### src/rtl/gpio_edge_pkg.sv
package gpio_edge_pkg;

    localparam int unsigned BYTE_W  = 8;
    localparam int unsigned PORT_W  = 2 * BYTE_W;
    localparam int unsigned ADDR_W  = 3;

    typedef enum logic [ADDR_W-1:0] {
        OFS_DIR     = 3'd0,
        OFS_PIN     = 3'd1,
        OFS_DOUT    = 3'd2,
        OFS_RISE_EN = 3'd3,
        OFS_FALL_EN = 3'd4,
        OFS_RISE_ST = 3'd5,
        OFS_FALL_ST = 3'd6,
        OFS_NONE    = 3'd7
    } gpio_ofs_e;

    typedef struct packed {
        logic [PORT_W-1:0] dir;
        logic [PORT_W-1:0] dout;
        logic [PORT_W-1:0] rise_en;
        logic [PORT_W-1:0] fall_en;
    } gpio_ctl_t;

    typedef struct packed {
        logic              we;
        gpio_ofs_e         ofs;
        logic [PORT_W-1:0] data;
    } gpio_wr_t;

    // Big-endian lane: exchange the two bytes of a halfword.
    function automatic logic [PORT_W-1:0] lane_swap(input logic [PORT_W-1:0] v);
        return {v[BYTE_W-1:0], v[PORT_W-1:BYTE_W]};
    endfunction

endpackage

### src/rtl/gpio_sync_edge.sv
module gpio_sync_edge
    import gpio_edge_pkg::*;
#(
    parameter int unsigned W      = PORT_W,
    parameter int unsigned STAGES = 2
) (
    input  logic         clk,
    input  logic         rst,
    input  logic [W-1:0] pin_async,
    input  logic [W-1:0] pin_is_out,
    output logic [W-1:0] pin_sync,
    output logic [W-1:0] rise_evt,
    output logic [W-1:0] fall_evt
);

    logic [W-1:0] chain_q [STAGES];
    logic [W-1:0] prev_q;

    for (genvar g = 0; g < STAGES; g++) begin : g_stage
        if (g == 0) begin : g_first
            always_ff @(posedge clk) begin
                if (rst) chain_q[g] <= '0;
                else     chain_q[g] <= pin_async;
            end
        end else begin : g_next
            always_ff @(posedge clk) begin
                if (rst) chain_q[g] <= '0;
                else     chain_q[g] <= chain_q[g-1];
            end
        end
    end

    assign pin_sync = chain_q[STAGES-1];

    always_ff @(posedge clk) begin
        if (rst) prev_q <= '0;
        else     prev_q <= pin_sync;
    end

    // Edges only count on pins configured as inputs.
    assign rise_evt =  pin_sync & ~prev_q & ~pin_is_out;
    assign fall_evt = ~pin_sync &  prev_q & ~pin_is_out;

endmodule

### src/rtl/gpio_edge_status.sv
module gpio_edge_status
    import gpio_edge_pkg::*;
#(
    parameter int unsigned W = PORT_W
) (
    input  logic         clk,
    input  logic         rst,
    input  logic [W-1:0] evt,
    input  logic [W-1:0] en,
    input  logic [W-1:0] clr,
    output logic [W-1:0] stat
);

    // Clear first, then set: an edge in the same cycle wins.
    always_ff @(posedge clk) begin
        if (rst) stat <= '0;
        else     stat <= (stat & ~clr) | (evt & en);
    end

endmodule

### src/rtl/gpio_regfile.sv
module gpio_regfile
    import gpio_edge_pkg::*;
(
    input  logic      clk,
    input  logic      rst,
    input  gpio_wr_t  wr,
    output gpio_ctl_t ctl
);

    always_ff @(posedge clk) begin
        if (rst) begin
            ctl <= '0;
        end else if (wr.we) begin
            case (wr.ofs)
                OFS_DIR:     ctl.dir     <= wr.data;
                OFS_DOUT:    ctl.dout    <= wr.data;
                OFS_RISE_EN: ctl.rise_en <= wr.data;
                OFS_FALL_EN: ctl.fall_en <= wr.data;
                default:     ;
            endcase
        end
    end

endmodule

### src/rtl/gpio_edge_port.sv
module gpio_edge_port
    import gpio_edge_pkg::*;
#(
    parameter int unsigned SYNC_STAGES = 2,
    parameter int unsigned DETECT_A    = 8,
    parameter int unsigned DETECT_B    = 9
) (
    input  logic              clk,
    input  logic              rst,
    input  logic              bus_we,
    input  logic [ADDR_W-1:0] bus_addr,
    input  logic [PORT_W-1:0] bus_wdata,
    output logic [PORT_W-1:0] bus_rdata,
    input  logic [PORT_W-1:0] pin_in,
    output logic [PORT_W-1:0] pin_out,
    output logic [PORT_W-1:0] pin_oe,
    output logic              irq,
    output logic              slot_present
);

    localparam int unsigned NPOL = 2;   // index 0 rising, 1 falling

    gpio_wr_t          wr;
    gpio_ctl_t         ctl;
    logic [PORT_W-1:0] pin_sync;
    logic [PORT_W-1:0] rise_evt, fall_evt;
    logic [PORT_W-1:0] evt_pol  [NPOL];
    logic [PORT_W-1:0] en_pol   [NPOL];
    logic [PORT_W-1:0] clr_pol  [NPOL];
    logic [PORT_W-1:0] stat_pol [NPOL];
    logic [PORT_W-1:0] rd_log;

    always_comb begin
        wr.we   = bus_we;
        wr.ofs  = gpio_ofs_e'(bus_addr);
        wr.data = lane_swap(bus_wdata);
    end

    gpio_regfile u_regs (
        .clk (clk),
        .rst (rst),
        .wr  (wr),
        .ctl (ctl)
    );

    gpio_sync_edge #(.W(PORT_W), .STAGES(SYNC_STAGES)) u_sync (
        .clk        (clk),
        .rst        (rst),
        .pin_async  (pin_in),
        .pin_is_out (ctl.dir),
        .pin_sync   (pin_sync),
        .rise_evt   (rise_evt),
        .fall_evt   (fall_evt)
    );

    always_comb begin
        evt_pol[0] = rise_evt;
        evt_pol[1] = fall_evt;
        en_pol[0]  = ctl.rise_en;
        en_pol[1]  = ctl.fall_en;
        clr_pol[0] = (wr.we && wr.ofs == OFS_RISE_ST) ? wr.data : '0;
        clr_pol[1] = (wr.we && wr.ofs == OFS_FALL_ST) ? wr.data : '0;
    end

    for (genvar p = 0; p < NPOL; p++) begin : g_pol
        gpio_edge_status #(.W(PORT_W)) u_stat (
            .clk  (clk),
            .rst  (rst),
            .evt  (evt_pol[p]),
            .en   (en_pol[p]),
            .clr  (clr_pol[p]),
            .stat (stat_pol[p])
        );
    end

    always_ff @(posedge clk) begin
        if (rst) irq <= 1'b0;
        else     irq <= |((stat_pol[0] & en_pol[0]) | (stat_pol[1] & en_pol[1]));
    end

    always_comb begin
        case (wr.ofs)
            OFS_DIR:     rd_log = ctl.dir;
            OFS_PIN:     rd_log = pin_sync;
            OFS_DOUT:    rd_log = ctl.dout;
            OFS_RISE_EN: rd_log = ctl.rise_en;
            OFS_FALL_EN: rd_log = ctl.fall_en;
            OFS_RISE_ST: rd_log = stat_pol[0];
            OFS_FALL_ST: rd_log = stat_pol[1];
            default:     rd_log = '0;
        endcase
    end

    assign bus_rdata    = lane_swap(rd_log);
    assign pin_out      = ctl.dout;
    assign pin_oe       = ctl.dir;
    assign slot_present = ~pin_sync[DETECT_A] & ~pin_sync[DETECT_B];

endmodule

### config.mk
export PLATFORM = sky130hd
export DESIGN_NAME = gpio_edge_port
export DESIGN_NICKNAME = d
export VERILOG_FILES = /design/src/rtl/gpio_edge_pkg.sv /design/src/rtl/gpio_sync_edge.sv /design/src/rtl/gpio_edge_status.sv /design/src/rtl/gpio_regfile.sv /design/src/rtl/gpio_edge_port.sv
export SDC_FILE = /design/constraint.sdc
export NUM_CORES = 1
export LEC_CHECK = 0
export BUFFER_PORTS_ARGS = -buffer_cell sky130_fd_sc_hd__buf_2
export CORE_MARGIN = 4
export CORE_UTILIZATION = 30
export CTS_CLUSTER_DIAMETER = 120
export DETAILED_ROUTE_END_ITERATION = 16
export GPL_TIMING_DRIVEN = 1
export HOLD_SLACK_MARGIN = 0.1
export PLACE_DENSITY = 0.51
export SETUP_SLACK_MARGIN = 0.3
export SLEW_MARGIN = 20
export SYNTH_ARGS = -nofsm -noshare
export SYNTH_HDL_FRONTEND = slang
export SYNTH_SLANG_ARGS = --single-unit
### constraint.sdc
create_clock -name clk -period 3.5 [get_ports clk]
set_input_delay 0.175 -clock clk [delete_from_list [all_inputs] [get_ports clk]]
set_output_delay 0.175 -clock clk [all_outputs]
set_load 0.1 [all_outputs]
[After elaboration in Yosys (flattened, before gate mapping)]
Memory sizes are Yosys's and may differ from the RTL's.
Cells that the tools add are included.
Storage, ports and cells
  flip-flop bits (word level): 113
  bits in writable memories: 32
  output and inout bits: 50
  word-level logic and storage cells: 54
  memories kept: 1
Cells by class
  eq/ne operators: 6
  muxes and demuxes: 8
  bitwise logic cells: 23
  reduce and logical (&&, ||, !) cells: 8
Memory list
  u_sync.chain_q: words 2, width 16, rd ports 2, clocked after memory_dff 0, write ports 2, RTL line gpio_sync_edge.sv:16  | logic [W-1:0] chain_q [STAGES];
Operators by type and width (count)
  $and A16 B16 Y16: 10
  $pmux W16 S7: 1
  $not A16 Y16: 5
  $mux W16: 4
  $or A16 B16 Y16: 3
  $reduce_or A16 Y1: 1
  $eq A3 B3 Y1 const B: 3
  $reduce_and A2 Y1: 4
  $eq A3 B2 Y1 const B: 2
  $eq A3 B1 Y1 const B: 1
  $logic_not A3 Y1: 1
  $mux W1: 3
  $logic_and A1 B1 Y1: 2
  $not A1 Y1: 2
  $or A1 B1 Y1: 2
  $and A1 B1 Y1: 1

[Depth between registers and ports, before layout]
Gate-level depths: netlist of the first run.
  depth in word-level cells: 6
  gate-level depth with buffers: 6

[Cells and area by module]
Synthesis of the first run repeated with hierarchy kept, for this count alone.
Second synthesis, totals
  cells, all modules: 665
  area, all modules: 6732.7 sq um
By module, submodules not included
  gpio_regfile: times used 1, cells an instance 230, area an instance 2563.7 sq um, seq. area each 1281.2 sq um
  gpio_sync_edge: times used 1, cells an instance 133, area an instance 1545.2 sq um, seq. area each 960.9 sq um
  gpio_edge_port: times used 1, cells an instance 170, area an instance 1365.1 sq um, seq. area each 20.0 sq um
  gpio_edge_status: times used 2, cells an instance 66, area an instance 629.4 sq um, seq. area each 320.3 sq um

[Worst setup path after synthesis of the first run]
No wires, ideal clock.
  path type: input to output
  start: in bus_addr[2]
  end: out bus_rdata[0]
  arrival: 2.468 ns
  path slack: 0.857 ns
  cell stages on the path: 5
  buffers on the path: 2
  cell sequence: buf_4 > buf_2 > nor2_2 > a22oi_1 > o221ai_1
On the way
  cells in the longest elaborated chain, start to end: 2
Ends and longest elaborated chain
  start: declaration: RTL line gpio_edge_port.sv:11  | input logic [ADDR_W-1:0] bus_addr,
  $eq A3 B3 Y1, or another cell as far along: RTL line gpio_edge_port.sv:82  | case (wr.ofs)
  $pmux W16 S7 (*): RTL line gpio_edge_port.sv:82
  end: declaration: RTL line gpio_edge_port.sv:13  | output logic [PORT_W-1:0] bus_rdata,
Every way passes the cells marked *; elsewhere a longest branch is shown, timed or not.

[Final worst setup path of the first run]
  start: in bus_addr[1]
  end: out bus_rdata[7]
The elaborated chain is that of the path after synthesis.

==> results of run 1 <==
## worst max path at each step
| stage | slack, ps | from | depth (start not counted) | end |
|---|---|---|---|---|
| final | 1190 | bus_addr[1] | 5 | bus_rdata[7] |
| after global routing | 1120 | bus_addr[1] | 5 | bus_rdata[12] |
| after CTS | 1230 | bus_addr[1] | 5 | bus_rdata[12] |
| after detailed placement | 1230 | bus_addr[1] | 5 | bus_rdata[12] |
| after global placement | 1270 | bus_addr[0] | 5 | bus_rdata[7] |
| after floorplan | 860 | bus_addr[2] | 5 | bus_rdata[0] |
## Yosys cell counts, types with 16 or more instances
master,count
a22oi_1,51
mux2_2,16
o21ai_0,31
or4bb_1,32
inv_1,18
nor2b_1,51
o221ai_1,16
a21oi_1,96
nand2_1,133
buf_4,38
clkbuf_1,16
dfxtp_1,145
## critical path, cell delays in order
cell,delay (ps)
buf_2,310
nor2_2,620
a22oi_1,180
o221ai_1,320
buf_2,490
## report_power, final
group | internal [mW] | leakage, nW | total, mW | switching (mW)
Combinational | 0.106 | 1.39 | 0.352 | 0.246
Clock | 1.21 | 0.313 | 1.93 | 0.714
Sequential | 1.69 | 1.18 | 1.72 | 0.0312
## registers in the layout (all words and copies together), names as in the netlist
name               count
irq                    1
u_regs.ctl            64
u_sync.chain_q        32
g_pol.u_stat.stat     32
u_sync.prev_q         16
## per-layer routing
layer | global-route usage | part of all wire | vias to the layer above
met1 | 0.235 | 0.46 | 2504
li1 | - | - | 2616
met4 | 0.0683 | 0.026 | 0
met2 | 0.263 | 0.45 | 191
met3 | 0.0317 | 0.060 | 43
met5 | 0 | 0 | -
## cell families (layout without fill, tap and decap cells)
group / after synthesis / in the layout
AOI/OAI and AO/OA: 202 / 202
DFF: 145 / 145
and+or+nand+nor: 239 / 239
buffers and inverters: 98 / 184
muxes: 23 / 23
## metrics by stage
step | util | hold WS [ps] | worst slack [ps] | total power, mW
final | 0.375 | 293 | 1190 | 4.00
after global routing | 0.375 | 309 | 1120 | 4.13
after CTS | 0.375 | 283 | 1230 | 4.03
after detailed placement | 0.329 | 387 | 1230 | 2.08
after global placement | 0.329 | 388 | 1270 | 2.08
after floorplan | - | 303 | 857 | 1.98
## cell type report
cell class,count,area share
Sequential cell,145,0.378
Multi-Input combinational cell,464,0.375
Timing Repair Buffer,134,0.113
Clock buffer,23,0.0648
Tap cell,270,0.0440
Clock inverter,9,0.0166
Inverter,18,0.00879
## what timing repair did
action	in CTS	in global routing
resized for setup	0	0
hold endpoints to repair	80	0
hold buffers	32	0
==> impl_metrics.json, run 1 <==
{
  "tightest_slew_ps": 963,
  "portBuffers": 87,
  "post-route-cell-area_sq_um": 7680,
  "synth_mux_area_frac": 0.0395,
  "r2r_end": "irq",
  "ant_nets": 0,
  "wirelength_microns": 20300,
  "path_class": "in2out",
  "synthAdderAreaFrac": 0,
  "clkLatencyLatePin_ps": 420,
  "drc": 0,
  "start_kind": "input pin",
  "ys_types": 38,
  "max_freq_ghz": 0.433,
  "layout.area.seq_sq_um": 2900,
  "yosysWarnings": 0,
  "power_density_nw_per_um2": 521,
  "finalCriticalPeriod_ps": 2310,
  "synth-edff-count": 0,
  "io_pins": 88,
  "rr_startpoint": "u_regs.ctl[18]",
  "layout.cells.non_filler": 1063,
  "layout_common_cells": "dfxtp_1 (145), nand2_1 (133), a21oi_1 (96), buf_2 (86)",
  "clock-sinks": 145,
  "syn_area_per_cell_sq_um": 8.96,
  "grt_pass1_wl_microns": 31100,
  "synth_area_leaders": "dfxtp_1 (46%), nand2_1 (7.9%), a21oi_1 (7.6%)",
  "gp_congestion": 0.864,
  "slew-limit-headroom": 0.358,
  "async_reset_ff_frac": 0,
  "finalMaxSlewViolations": 0,
  "finalHoldViolCount": 0,
  "synth_nets": 745,
  "clk_pin_slew_ps": 60,
  "rows": 52,
  "dp.cells": 999,
  "drive_gt1_frac": 0.198,
  "vdd_drop_max_mv": 0.302,
  "cts_setup_buffers": 0,
  "status": "complete, no violations",
  "ys_ff_latch": 145,
  "cts_root_buf": "clkbuf_16",
  "fillCellCount": 2111,
  "cp-end-kind": "output pin",
  "multi_input_area_sq_um": 2880,
  "worstHoldStart": "bus_we",
  "r2r_setup_slack_ps": 2080,
  "fin_setup_tns_ps": 0,
  "n_antenna_cell": 0,
  "die_x_microns": 153,
  "path_max_fanout": 33,
  "maxCapViolations": 0,
  "clock_path_buffers": 2,
  "grt_max_degree": 68,
  "htreeDepth": 4,
  "critical_path_arrival_ps": 2140,
  "gr-total-overflow": 0,
  "grt_usage": 0.170,
  "rsz0062_at_grt": "false",
  "die_h_microns": 153,
  "viasPerCell": 5.04,
  "ys_seq_area_frac": 0.458,
  "post-route-period-util": 0.661,
  "synth_cells": 707,
  "hpwlAfterDp_microns": 13700,
  "first_pass_iters": 5,
  "final_common_cell": "dfxtp_1",
  "synth_compound_area_frac": 0.194,
  "synth_top_area_frac": 0.458,
  "dieArea_sq_um": 23500,
  "setup_viol": 0,
  "reg2reg_depth": 3,
  "layout.nets": 818,
  "required_ps": 3320,
  "whs_endpoint": "u_regs.ctl[63]",
  "numCtsBuffers": 17,
  "clock_skew_ps": 6.59,
  "synth_top_family_by_area": "simple AND/OR/NAND/NOR gates",
  "coreArea_sq_um": 20500,
  "drtIter0Drc": 467,
  "antenna_found_initial": 0,
  "hold_class": "in2reg",
  "layout-area-overhead-vs-synth_pct": 21.3,
  "synth_top_area_cell": "dfxtp_1",
  "grt_pass1_vias": 5135,
  "via_count": 5354,
  "min_path_cells": 4,
  "p_leak_nw": 2.88,
  "start_util": 0.309,
  "placed_area_sq_um": 6740,
  "yosys.area_share.simple": 0.219,
  "synthFlopType": "dfxtp_1",
  "wire_per_inst_microns": 19.1,
  "yosys.area_share.xor_xnor": 0,
  "syn_area_sq_um": 6330,
  "cts_tree": "built"
}
Power figures use the tool's default switching activity.
==> inputs of run 2 (changes only) <==
--- a/config.mk
+++ b/config.mk
@@ -5,6 +5,7 @@
 export SDC_FILE = /design/constraint.sdc
 export NUM_CORES = 1
 export LEC_CHECK = 0
+export ABC_AREA = 1
 export BUFFER_PORTS_ARGS = -buffer_cell sky130_fd_sc_hd__buf_2
 export CORE_MARGIN = 4
 export CORE_UTILIZATION = 30
@@ -12,7 +13,7 @@
 export DETAILED_ROUTE_END_ITERATION = 16
 export GPL_TIMING_DRIVEN = 1
 export HOLD_SLACK_MARGIN = 0.1
-export PLACE_DENSITY = 0.51
+export PLACE_DENSITY = 0.53
 export SETUP_SLACK_MARGIN = 0.3
 export SLEW_MARGIN = 20
 export SYNTH_ARGS = -nofsm -noshare
==> constraint.sdc (replaced) <==
create_clock -name clk -period 2.1 [get_ports clk]
set_input_delay 0.105 -clock clk [delete_from_list [all_inputs] [get_ports clk]]
set_output_delay 0.105 -clock clk [all_outputs]
set_load 0.1 [all_outputs]
==> run 2 against run 1 <==
Sequential share of layout area fell by 1.6 points. Critical endpoint is now bus_rdata[8]. Highest routed layer unchanged. Largest cell class unchanged. Power up 64%. Cell count rose by 19%. Wire length decreased by 7.7%. Via count grew 9.9%. Register-to-register slack got worse by 1100 ps. Hold slack got worse by 160 ps. Synthesized area is essentially flat. Sequential power grew 67%. Global-route usage is 0.85 points lower. Clock power up 54%.
==> impl_metrics.json, run 2 <==
{
  "htreeDepth": 4,
  "maxCapViolations": 0,
  "grt_pass1_vias": 5577,
  "synthFlopType": "dfxtp_1",
  "synth_top_family_by_area": "simple AND/OR/NAND/NOR gates",
  "cpPeakStageDelay_ps": 280,
  "regMostFlops": "u_regs.ctl",
  "rsz0062_at_grt": "false",
  "clkLatencyLatePin_ps": 430,
  "largestRegisters": "u_regs.ctl x64, g_pol.u_stat.stat x32, u_sync.chain_q x32",
  "wire_per_inst_microns": 14.8,
  "die_h_microns": 153,
  "fin_util": 0.391,
  "finalMaxSlewViolations": 0,
  "io_pins": 88,
  "fin_setup_tns_ps": 0,
  "yosysWarnings": 0,
  "clock_skew_ps": 8.02,
  "p_leak_nw": 3.27,
  "synth_top_area_cell": "dfxtp_1",
  "seq_power_share": 0.439,
  "yosys.area_share.simple": 0.289,
  "cts_tree": "built",
  "reg2reg_depth": 6,
  "grt_usage": 0.162,
  "ys_ff_latch": 145,
  "placed_area_sq_um": 7110,
  "largest_reg_flops": 64,
  "synth_compound_area_frac": 0.125,
  "layout.nets": 1019,
  "syn_area_per_cell_sq_um": 7.08,
  "async_reset_ff_frac": 0,
  "hpwlAfterDp_microns": 12700,
  "yosys.area_share.xor_xnor": 0,
  "max_freq_ghz": 0.626,
  "cp_slowest_cell": "nand2_1",
  "wl_met3_microns": 980,
  "synthAdderAreaFrac": 0,
  "holdWs_ps": 128,
  "ys_types": 20,
  "ys_seq_area_frac": 0.458,
  "antenna_found_initial": 0,
  "first_pass_iters": 6,
  "synth_cells": 895,
  "synth_top_area_frac": 0.458,
  "syn_area_sq_um": 6340,
  "switching_share": 0.268,
  "wirelength_microns": 18700,
  "hold_class": "in2reg",
  "drc": 0,
  "vdd_drop_max_mv": 0.594,
  "status": "complete, no violations",
  "pwr-share-comb": 0.109,
  "grt_max_degree": 45,
  "viasPerCell": 4.66,
  "drtIter0Drc": 417,
  "synth_common_cells": "nand2_1 (200), nor2_1 (172), dfxtp_1 (145), inv_1 (98), nand3_1 (50)",
  "start_util": 0.309,
  "met2_length_microns": 8430,
  "p_clk_frac": 0.453,
  "p_sw_mw": 1.76,
  "finalHoldViolCount": 0,
  "dieArea_sq_um": 23500,
  "layout.cells.non_filler": 1263,
  "dp.cells": 1200,
  "coreArea_sq_um": 20500,
  "highest_layer": "met4",
  "cts_root_buf": "clkbuf_16",
  "tightest_slew_ps": 531,
  "final_common_cell": "nand2_1",
  "start_kind": "input pin",
  "critical_path_arrival_ps": 1490,
  "synth_area_leaders": "dfxtp_1 (46%), nand2_1 (12%), nor2_1 (10%)",
  "setup_viol": 0,
  "post-route-period-util": 0.760,
  "portBuffers": 87,
  "layout-area-overhead-vs-synth_pct": 26.5,
  "drive_gt1_frac": 0.150,
  "grt_pass1_wl_microns": 30300,
  "numCtsBuffers": 17,
  "layout_common_cells": "nand2_1 (200), nor2_1 (172), dfxtp_1 (145), inv_1 (98), buf_2 (70)",
  "internal_power_mw": 4.81,
  "required_ps": 2000,
  "path_class": "in2out",
  "gp_congestion": 0.819,
  "synth_most_common_cell": "nand2_1",
  "synth_nets": 933,
  "clock_path_buffers": 2,
  "path_max_fanout": 7,
  "min_path_cells": 2,
  "cp-end-kind": "output pin",
  "n_antenna_cell": 0,
  "ant_nets": 0,
  "clk_pin_slew_ps": 60,
  "power_density_nw_per_um2": 820,
  "path_cells": "buf_2 -> nor2_1 -> nand2_1 -> buf_4 -> o22ai_1 -> nor2_1 -> nand2_1 -> buf_12",
  "slew-limit-headroom": 0.646,
  "via_count": 5883,
  "wl_met1_microns": 9040,
  "rows": 52,
  "finalCriticalPeriod_ps": 1600,
  "synth-edff-count": 0,
  "synth_mux_area_frac": 0,
  "clock-sinks": 145,
  "post-route-cell-area_sq_um": 8010,
  "gr-total-overflow": 0,
  "die_x_microns": 153
}
-- run 2: cell count changes after synthesis, sizes merged, moves of 32 or more --
cell	change
a22oi	-51
nand2	+66
nor2	+175
a21oi	-47
a211oi	+48
inv	+85
nor2b	-52
or4bb	-32
nand3	+49
-- run 2: worst max-delay path: cells and delay by family --
family                 cells  cell delay, ps
AND/OR/NAND/NOR            4             620
buffers and inverters      3             600
AO/OA/AOI/OAI              1             150
-- run 2: cell type report --
type | instances | area [sq um]
clock inverter | 13 | 139
fill | 2156 | 12500
tap | 270 | 338
sequential | 145 | 2900
inverter | 103 | 389
multi-input combinational | 575 | 2620
timing repair buffer | 139 | 1190
clock buffer | 18 | 439
-- run 2: power groups by stage --
stage          clock network [mW]  registers, mW  logic (mW)
2_1_floorplan                   0           2.93       0.463
3_3_place_gp                    0           2.94       0.668
3_5_place_dp                    0           2.94       0.671
4_1_cts                      3.05           2.88       0.718
5_1_grt                      3.14           2.89       0.770
6_report                     2.98           2.88       0.714
-- run 2: final timing paths --
| kind | slack [ps] | from | endpoint |
|---|---|---|---|
| setup / recovery | 500 | bus_addr[1] | bus_rdata[8] |
| hold reg to reg | 400 | u_sync.chain_q[0][15] | u_sync.chain_q[1][15] |
| hold / removal | 130 | rst | u_sync.chain_q[0][3] |
| setup reg to reg | 1000 | u_regs.ctl[21] | irq |
-- run 2: metal layers --
layer / vias up / track usage
li1: 3016 / -
met1: 2682 / 0.229
met2: 161 / 0.251
met3: 24 / 0.0322
met4: 0 / 0.0458
met5: - / 0
-- run 2: cells by family (layout without fill, tap and decap cells) --
group / after synthesis / count (layout)
buf+inv: 175 / 273
flops: 145 / 145
simple gates: 445 / 445
compound gates: 130 / 130
-- run 2: stage by stage --
step | total power [mW] | setup WS, ps
after global placement | 3.61 | 463
after CTS | 6.65 | 416
after global routing | 6.80 | 372
final | 6.57 | 504
after detailed placement | 3.61 | 419
after floorplan | 3.39 | 428
-- run 2: repair_timing --
action,in CTS,in global routing
endpoints found under the setup margin,0,2
hold buffers,32,0
setup buffers,0,0
hold endpoints to repair,112,0
resized for setup,0,2
==> inputs of run 3 (changes only) <==
--- a/config.mk
+++ b/config.mk
@@ -13,7 +13,7 @@
 export DETAILED_ROUTE_END_ITERATION = 16
 export GPL_TIMING_DRIVEN = 1
 export HOLD_SLACK_MARGIN = 0.1
-export PLACE_DENSITY = 0.53
+export PLACE_DENSITY = 0.51
 export SETUP_SLACK_MARGIN = 0.3
 export SLEW_MARGIN = 20
 export SYNTH_ARGS = -nofsm -noshare
==> constraint.sdc (replaced) <==
create_clock -name clk -period 1.5 [get_ports clk]
set_input_delay 0.075 -clock clk [delete_from_list [all_inputs] [get_ports clk]]
set_output_delay 0.075 -clock clk [all_outputs]
set_load 0.1 [all_outputs]
==> run 3 against run 2 <==
Critical path depth decreased by 3. Power grew 50%. Critical endpoint is now bus_rdata[6]. First-iteration DRC count shrank 15%. Largest cell class is now multi-input combinational cells. Sequential share of layout area shrank 5.0 points. Hold slack better by 15 ps. Worst setup slack got worse by 400 ps. Register-to-register slack worse by 650 ps.
==> impl_metrics.json, run 3 (synthesized netlist as in run 2, its figures left out) <==
{
  "setup_viol": 0,
  "layout-area-overhead-vs-synth_pct": 52.4,
  "fin_setup_tns_ps": 0,
  "grt_usage": 0.173,
  "clock_skew_ps": 10.5,
  "htreeDepth": 4,
  "dieArea_sq_um": 23500,
  "critical_path_arrival_ps": 1320,
  "layout_common_cells": "nand2_1 (174), nor2_1 (134), buf_4 (134), dfxtp_2 (84), inv_2 (64)",
  "first_pass_iters": 5,
  "power_density_nw_per_um2": 1020,
  "finalHoldViolCount": 0,
  "slew-limit-headroom": 0.631,
  "antenna_found_initial": 1,
  "layout.nets": 1121,
  "gr-total-overflow": 0,
  "cp_slowest_cell": "dfxtp_2",
  "coreArea_sq_um": 20500,
  "grtUsageMet2": 0.278,
  "post-route-cell-area_sq_um": 9660,
  "die_x_microns": 153,
  "rsz0062_at_grt": "true",
  "max_freq_ghz": 0.716,
  "finalMaxSlewViolations": 0,
  "clock-sinks": 145,
  "critical_path.top_delay_family": "flip-flops",
  "cts_tree": "built",
  "cp.depth": 5,
  "cp-end-kind": "output pin",
  "grtUsageMet1": 0.233,
  "hold_class": "in2reg",
  "placed_area_sq_um": 7370,
  "drc": 0,
  "clkLatencyLatePin_ps": 430,
  "grt_max_degree": 36,
  "cts_root_buf": "clkbuf_16",
  "path_buf_inv": 2,
  "wirelength_microns": 20600,
  "multi_input_area_sq_um": 3090,
  "regMostFlops": "u_regs.ctl",
  "status": "complete, no violations",
  "die_h_microns": 153,
  "drtIter0Drc": 353,
  "gp_congestion": 0.840,
  "required_ps": 1420,
  "grt_pass1_wl_microns": 32100,
  "clock_path_buffers": 2,
  "n_antenna_cell": 0,
  "io_pins": 88,
  "largest_reg_flops": 64,
  "start_kind": "register",
  "finalCriticalPeriod_ps": 1400,
  "path_class": "reg2out",
  "reg2reg_depth": 7,
  "wire_per_inst_microns": 15.1,
  "largestRegisters": "u_regs.ctl x64, g_pol.u_stat.stat x32, u_sync.chain_q x32",
  "fin_util": 0.471,
  "via_count": 6405,
  "portBuffers": 87,
  "gr-usage-met3": 0.0447,
  "drive_gt1_frac": 0.453,
  "path_cells": "inv_2 -> o22ai_1 -> nor2_2 -> nand2_4 -> buf_12",
  "grt_pass1_vias": 5983,
  "path_max_fanout": 3,
  "clk_pin_slew_ps": 60,
  "numCtsBuffers": 17,
  "layout.area.seq_sq_um": 3020,
  "cpPeakStageDelay_ps": 350,
  "hpwlAfterDp_microns": 13200,
  "rows": 52,
  "min_path_cells": 3,
  "maxCapViolations": 0,
  "final_common_cell": "nand2_1",
  "tightest_slew_ps": 552,
  "p_leak_nw": 3.98,
  "fillCellCount": 2050,
  "top_usage_layer": "met2",
  "ant_nets": 0,
  "viasPerCell": 4.69,
  "vdd_drop_max_mv": 0.829,
  "start_util": 0.309,
  "post-route-period-util": 0.931
}
-- run 3: where the power goes --
part	switching, mW	total, mW	internal (mW)
combinational	0.794	1.25	0.458
clock	1.69	4.53	2.84
sequential	0.0761	4.05	3.97
total	2.56	9.83	7.27
-- run 3: path summary, 6_finish.rpt --
path | start | to | slack [ps]
min | rst | u_sync.chain_q[1][15] | 140
max | u_regs.ctl[62] | bus_rdata[6] | 100
max reg2reg | g_pol[0].u_stat.stat[2] | irq | 350
min reg2reg | u_sync.chain_q[0][10] | u_sync.chain_q[1][10] | 390
-- run 3: final cells by class --
cell class | instances | area share
Clock inverter | 12 | 0.0188
Sequential cell | 145 | 0.313
Multi-Input combinational cell | 575 | 0.320
Clock buffer | 20 | 0.0463
Tap cell | 270 | 0.0350
Inverter | 103 | 0.0406
Timing Repair Buffer | 241 | 0.226
-- run 3: through the flow --
| step | instances | power [mW] | hold slack (ps) | setup WS (ps) |
|---|---|---|---|---|
| detailed placement | 1212 | 5.11 | 283 | 103 |
| floorplan | 895 | 4.76 | 182 | 301 |
| global placement | 1212 | 5.10 | 277 | 128 |
| global route | 1366 | 10.2 | 154 | 39.9 |
| finish | 1366 | 9.83 | 143 | 104 |
| CTS | 1344 | 9.84 | 141 | 76.0 |
-- run 3: timing repair --
item | CTS | global route
endpoints found under the setup margin | 50 | 27
pin swaps | 68 | 53
gates resized for setup | 196 | 115
setup buffers | 63 | 22
endpoints found under the hold margin | 117 | 0
hold buffers | 37 | 0
-- run 3: worst reg2reg max path: cells and delay by family, from the launching register on --
| family | cells | cell delay, ps |
|---|---|---|
| buffers and inverters | 1 | 130 |
| AOI/OAI and AO/OA | 1 | 90 |
| DFF | 1 | 330 |
| and+or+nand+nor | 5 | 480 |
-- run 3: metal layers --
layer,up-vias,share of wire
li1,3214,-
met1,3028,0.46
met2,141,0.48
met5,-,0.00034
met3,20,0.052
met4,2,0.0099
